`src/rtl/ones_count_pkg.sv`:
```
// Package: shared types for the serial ones counter.
// Assumes: the four phases below are the only sequencer states.
package ones_count_pkg;
    typedef enum logic [1:0] {
        PH_IDLE = 2'd0,
        PH_LOAD = 2'd1,
        PH_SCAN = 2'd2,
        PH_DONE = 2'd3
    } phase_t;
endpackage

```
`src/rtl/ones_count_shreg.sv`:
```
// Shift register: captures a word on load and moves it right one place per
// shift, so that bit 0 always carries the bit under test.
// Assumes: load and shift are never high together.
module ones_count_shreg #(
    parameter int WORD_W = 7
) (
    input  logic              clk,
    input  logic              rst_n,
    input  logic              load_i,
    input  logic              shift_i,
    input  logic [WORD_W-1:0] word_i,
    output logic              lsb_o
);
    logic [WORD_W-1:0] sr_q;

    // Capture the word on load, otherwise shift toward bit 0.
    always_ff @(posedge clk) begin
        if (!rst_n)       sr_q <= '0;
        else if (load_i)  sr_q <= word_i;
        else if (shift_i) sr_q <= sr_q >> 1;
    end

    assign lsb_o = sr_q[0];

    assert_capture_R9: assert property (@(posedge clk) disable iff (!rst_n)
        load_i |=> (sr_q == $past(word_i)));
    assert_shift_fill_R3: assert property (@(posedge clk) disable iff (!rst_n)
        (shift_i && !load_i) |=> !sr_q[WORD_W-1]);
endmodule

```
`src/rtl/ones_count_tally.sv`:
```
// Tally counter: clears on request and otherwise steps up by one when enabled.
// Assumes: it is enabled at most MAX_CNT times between clears.
module ones_count_tally #(
    parameter int MAX_CNT = 7,
    localparam int CNT_W  = $clog2(MAX_CNT + 1)
) (
    input  logic             clk,
    input  logic             rst_n,
    input  logic             clr_i,
    input  logic             en_i,
    output logic [CNT_W-1:0] cnt_o
);
    logic [CNT_W-1:0] cnt_q;

    // Clear has priority over increment; hold when neither is active.
    always_ff @(posedge clk) begin
        if (!rst_n)     cnt_q <= '0;
        else if (clr_i) cnt_q <= '0;
        else if (en_i)  cnt_q <= cnt_q + 1'b1;
    end

    assign cnt_o = cnt_q;

    assert_no_overflow_R5: assert property (@(posedge clk) disable iff (!rst_n)
        (en_i && !clr_i) |-> (cnt_q < CNT_W'(MAX_CNT)));
    assert_clear_R2: assert property (@(posedge clk) disable iff (!rst_n)
        clr_i |=> (cnt_q == '0));
    assert_hold_R4: assert property (@(posedge clk) disable iff (!rst_n)
        (!clr_i && !en_i) |=> $stable(cnt_q));
endmodule

```
`src/rtl/ones_count_seq.sv`:
```
// Sequencer: runs idle, then one capture cycle, then WORD_W scan cycles,
// then finished. A start pulse is accepted only when idle or finished.
// Assumes: start is a level that is sampled on each clock edge.
module ones_count_seq #(
    parameter int WORD_W = 7,
    localparam int IDX_W = (WORD_W > 1) ? $clog2(WORD_W) : 1
) (
    input  logic clk,
    input  logic rst_n,
    input  logic start_i,
    output logic load_o,
    output logic shift_o,
    output logic done_o
);
    import ones_count_pkg::*;

    phase_t             ph_q, ph_d;
    logic [IDX_W-1:0]   idx_q;

    // Choose the next phase from the current phase, start and the bit index.
    always_comb begin
        ph_d = ph_q;
        unique case (ph_q)
            PH_IDLE: if (start_i) ph_d = PH_LOAD;
            PH_LOAD: ph_d = PH_SCAN;
            PH_SCAN: if (idx_q == IDX_W'(WORD_W - 1)) ph_d = PH_DONE;
            PH_DONE: if (start_i) ph_d = PH_LOAD;
            default: ph_d = PH_IDLE;
        endcase
    end

    // Register the phase.
    always_ff @(posedge clk) begin
        if (!rst_n) ph_q <= PH_IDLE;
        else        ph_q <= ph_d;
    end

    // Track the bit under test: zero at capture, one step per scan cycle.
    always_ff @(posedge clk) begin
        if (!rst_n)                idx_q <= '0;
        else if (ph_q == PH_LOAD)  idx_q <= '0;
        else if (ph_q == PH_SCAN)  idx_q <= idx_q + 1'b1;
    end

    assign load_o  = (ph_q == PH_LOAD);
    assign shift_o = (ph_q == PH_SCAN);
    assign done_o  = (ph_q == PH_DONE);

    assert_one_phase_R3: assert property (@(posedge clk) disable iff (!rst_n)
        $onehot0({load_o, shift_o, done_o}));
    assert_start_load_R2: assert property (@(posedge clk) disable iff (!rst_n)
        ((ph_q == PH_IDLE || ph_q == PH_DONE) && start_i) |=> load_o);
    assert_load_scan_R3: assert property (@(posedge clk) disable iff (!rst_n)
        load_o |=> shift_o);
    assert_done_after_scan_R3: assert property (@(posedge clk) disable iff (!rst_n)
        $rose(done_o) |-> $past(shift_o));
    assert_done_hold_R6: assert property (@(posedge clk) disable iff (!rst_n)
        (done_o && !start_i) |=> done_o);
    assert_scan_ignores_start_R7: assert property (@(posedge clk) disable iff (!rst_n)
        (load_o || (shift_o && idx_q != IDX_W'(WORD_W - 1))) |=> shift_o);
endmodule

```
`src/rtl/ones_count_serial.sv`:
```
// Top: counts the set bits of a word serially, one bit per clock, and holds
// the result with a done flag until the next start.
// Assumes: word_i is valid on the capture clock after start is accepted.
module ones_count_serial #(
    parameter int WORD_W = 7,
    localparam int CNT_W = $clog2(WORD_W + 1)
) (
    input  logic              clk,
    input  logic              rst_n,
    input  logic              start_i,
    input  logic [WORD_W-1:0] word_i,
    output logic [CNT_W-1:0]  count_o,
    output logic              done_o
);
    logic load_w, shift_w, lsb_w;

    ones_count_seq #(.WORD_W(WORD_W)) u_seq (
        .clk     (clk),
        .rst_n   (rst_n),
        .start_i (start_i),
        .load_o  (load_w),
        .shift_o (shift_w),
        .done_o  (done_o)
    );

    ones_count_shreg #(.WORD_W(WORD_W)) u_shreg (
        .clk     (clk),
        .rst_n   (rst_n),
        .load_i  (load_w),
        .shift_i (shift_w),
        .word_i  (word_i),
        .lsb_o   (lsb_w)
    );

    ones_count_tally #(.MAX_CNT(WORD_W)) u_tally (
        .clk   (clk),
        .rst_n (rst_n),
        .clr_i (load_w),
        .en_i  (shift_w & lsb_w),
        .cnt_o (count_o)
    );

    assert_done_stable_R6: assert property (@(posedge clk) disable iff (!rst_n)
        (done_o && !start_i) |=> $stable(count_o));
    assert_reset_state_R1: assert property (@(posedge clk)
        !rst_n |=> (count_o == '0 && !done_o));
endmodule

```
`config.mk`:
```
export PLATFORM = sky130hd
export DESIGN_NAME = ones_count_serial
export DESIGN_NICKNAME = d
export VERILOG_FILES = /design/src/rtl/ones_count_pkg.sv /design/src/rtl/ones_count_shreg.sv /design/src/rtl/ones_count_tally.sv /design/src/rtl/ones_count_seq.sv /design/src/rtl/ones_count_serial.sv
export SDC_FILE = /design/constraint.sdc
export NUM_CORES = 1
export LEC_CHECK = 0
export ABC_AREA = 1
export ABC_CLOCK_PERIOD_IN_PS = 1790
export BUFFER_PORTS_ARGS = -buffer_cell sky130_fd_sc_hd__buf_2
export CORE_UTILIZATION = 25
export CTS_BUF_LIST = sky130_fd_sc_hd__clkbuf_4 sky130_fd_sc_hd__clkbuf_8
export DETAILED_ROUTE_END_ITERATION = 16
export GPL_TIMING_DRIVEN = 0
export PLACE_DENSITY = 0.38
export SYNTH_ARGS = -nofsm -noshare
export SYNTH_HDL_FRONTEND = slang
export SYNTH_SLANG_ARGS = --single-unit
export TNS_END_PERCENT = 100
```
`constraint.sdc`:
```
create_clock -name clk -period 1.79 [get_ports clk]
set_input_delay 0.179 -clock clk [delete_from_list [all_inputs] [get_ports clk]]
set_output_delay 0.179 -clock clk [all_outputs]
set_load 0.01 [all_outputs]
```
==> metrics.txt <==
most frequent cells after synthesis inv_1 (21), nand2_1 (21), dfxtp_1 (15); vias in the first global route about 640; GR Util met3 about 4%; nets about 140; Reg power frac 40.4%; layout cells sized above 1 19.8%; Cell variety after synth 17; relative slew slack ~85%; Sw Ratio between 30% and 40%; hold path startpoint word_i[5]; actual slew at the worst max-slew pin 229 ps; reg-to-reg setup timing slack around 360 ps; cts repair resizes 0; Detail Route Antenna Nets 0; Yosys top cell area share 38.7%; Pwr Total roughly 1.1 mW; Reg area 300 um2; Synth Area in Compound Gates roughly 18%; setup ws final roughly 360 ps; synth top area cells dfxtp_1 (39%), ha_1 (11%), inv_1 (10%), nand2_1 (10%), o21ai_0 (7.7%); multi-input combinational cell area between 300 and 400 um2; GP Congestion roughly 0.7; Top FF cell, synth dfxtp_1; adder-cell share of the synthesized area 11.3%; first-pass GRT wire length between 2000 and 3000 um; status completed; unrepaired setup endpoints after global routing no; pre-CTS WS 354 ps; # diodes 0; Post-synth EDFFs 0; initial antenna violation count 0; die area roughly 3300 um2; DRT iter0 DRCs 32; type of element launching the critical path flip-flop; total gr overflow 0; fin cells 152; sequential fraction of the synthesis area 38.7%; num rows 19; Slew Viols, Final 0; P&R area growth vs syn 16.9%; Synth Register Bits 15; clk buf depth 2; routed via count 670; PortBufs 13; Worst-Skew Late Latency between 200 and 300 ps; CTS tree built; Setup CP Type reg -> reg; IO Count 14; root buf cell clkbuf_4; Tmin final 1430 ps; RR Startpoint u_seq.ph_q[0]; Cell Pwr Density between 1000 and 1500 nW/um2; CP Data Arrival Time about 1600 ps; hold buffer count at CTS 0; Initial Utilization 27.2%; number of fill cells approximately 340; GR Util All Layers 10.4%; post-DP HPWL around 1100 um; Placeable Area 2850 um2; CP Capture Type flip-flop; worst-case vdd ir drop 0.000400 V; largest family of logic cells by synthesized area compound AO/OA/AOI/OAI gates; WHS Path Cells 5; post-synthesis mux area share 0%; DRC 0; Die H between 50 and 60 um; WHS 179 ps; synth warn 0; P_leak between 0.4 and 0.5 nW; DR WL/cell about 9.7 um; clock sinks 15; Clock Power Share 18.3%; vias per std cell 4.41; reported net switching power about 0.45 mW; syn nets between 100 and 150; reg2reg end u_shreg.sr_q[6]; largest net degree at the start of global routing 11; CP required ~2000 ps; post-CTS setup buffer count 0; Gate power share approximately two fifths; R2R depth 5; worst min path class in -> reg; mean area per synthesized cell between 7 and 8 um2; setup TNS 0 ps; Final period util around four fifths; # setup viols final 0; met1 Use GR 11.3%; Inst Count DP 148; internal power between 0.6 and 0.7 mW; GR Util met2 between 10% and 20%; Initial DRT Pass Iterations 4; hold endpoint u_shreg.sr_q[5]; drt total wl between 1000 and 1500 um; area leader, netlist dfxtp_1; Simple-Gate Fraction of Synth Area around 17%; H-tree levels 1; Post-Synthesis Cells approximately 100; Mapped Area 776 um2; grt peak-use layer met2; CP max FO 10; Synth async-reset ratio 0%; max_cap viols 0; Die W 57.7 um; Fin. Hold Viols 0; XOR/XNOR Fraction of Synth Area under 10%; Reg clk slew, reported paths between 100 and 150 ps; Final Skew between 10 and 15 ps; Fmax achieved ~700 MHz; CTS Buf Count 3
## worst max-delay path by stage
stage	from	to	slack, ps	depth (start not counted)
2_1_floorplan	u_seq.ph_q[0]	u_shreg.sr_q[0]	550	5
5_1_grt	u_seq.ph_q[0]	u_shreg.sr_q[2]	200	6
3_3_place_gp	u_seq.ph_q[0]	u_shreg.sr_q[3]	360	6
4_1_cts	u_seq.ph_q[0]	u_shreg.sr_q[6]	340	5
6_report	u_seq.ph_q[0]	u_shreg.sr_q[6]	360	5
3_5_place_dp	u_seq.ph_q[0]	u_shreg.sr_q[2]	350	6
## state kept, by name, summed over array words and instances, names as in the netlist
name and flops:
u_tally.cnt_o 3, u_shreg.sr_q 7, u_seq.idx_q 3, u_seq.ph_q 2
## power by group through the flow
stage	clock (mW)	combinational, mW	sequential [mW]
after global placement	0	0.464	0.460
after detailed placement	0	0.469	0.461
after floorplan	0	0.364	0.451
final	0.205	0.460	0.451
after CTS	0.216	0.472	0.453
after global routing	0.232	0.553	0.462
## layout by cell type, fill, tap and decap left out
cell type  count
o21ai_0       12
buf_6          1
nand3_1        2
buf_2         15
inv_2          1
clkbuf_4       3
and3_1         1
nor3_4         1
nand2_1       21
clkinv_2       1
a21oi_1       11
a21oi_2        2
or2_1          2
dfxtp_1       15
xor2_1         1
a211oi_1       1
ha_1           7
nor2_1         3
inv_1         21
## metrics by stage
stage / utilization, % / area [um2]
finish: 31.8 / 907
detailed placement: 30.8 / 880
floorplan: - / 776
global route: 31.8 / 907
CTS: 31.8 / 907
global placement: 30.8 / 880
## cell families (layout without fill, tap and decap cells)
group | Yosys count | after routing
DFF | 15 | 15
xor gates and xnor gates | 1 | 1
and+or+nand+nor | 30 | 30
AOI/OAI and AO/OA | 26 | 26
buffers and inverters | 25 | 42
adders and majority gates | 7 | 7
## per-layer routing
| layer | routed length, um | part of all wire, % | vias up |
|---|---|---|---|
| met5 | 0 | 0 | - |
| met4 | 16 | 1.1 | 0 |
| met3 | 52 | 3.5 | 2 |
| met2 | 724 | 49 | 10 |
| met1 | 679 | 46 | 302 |
| li1 | - | - | 356 |
## worst max-delay path, cell delays in order (launching register included)
cell and delay, ps:
dfxtp_1 410, inv_1 70, ha_1 400, buf_2 250, a21oi_1 60, a211oi_1 180
## area by class of cell
cell class                 count  share of cell area (%)
inverter                      22                    9.10
multi-input combinational     64                    41.0
timing repair buffer          13                    7.17
buffer                         3                    2.34
clock buffer                   3                    2.48
clock inverter                 1                   0.552
tap                           31                    4.28
sequential                    15                    33.1
No activity file was read; power rests on OpenSTA's default activity.
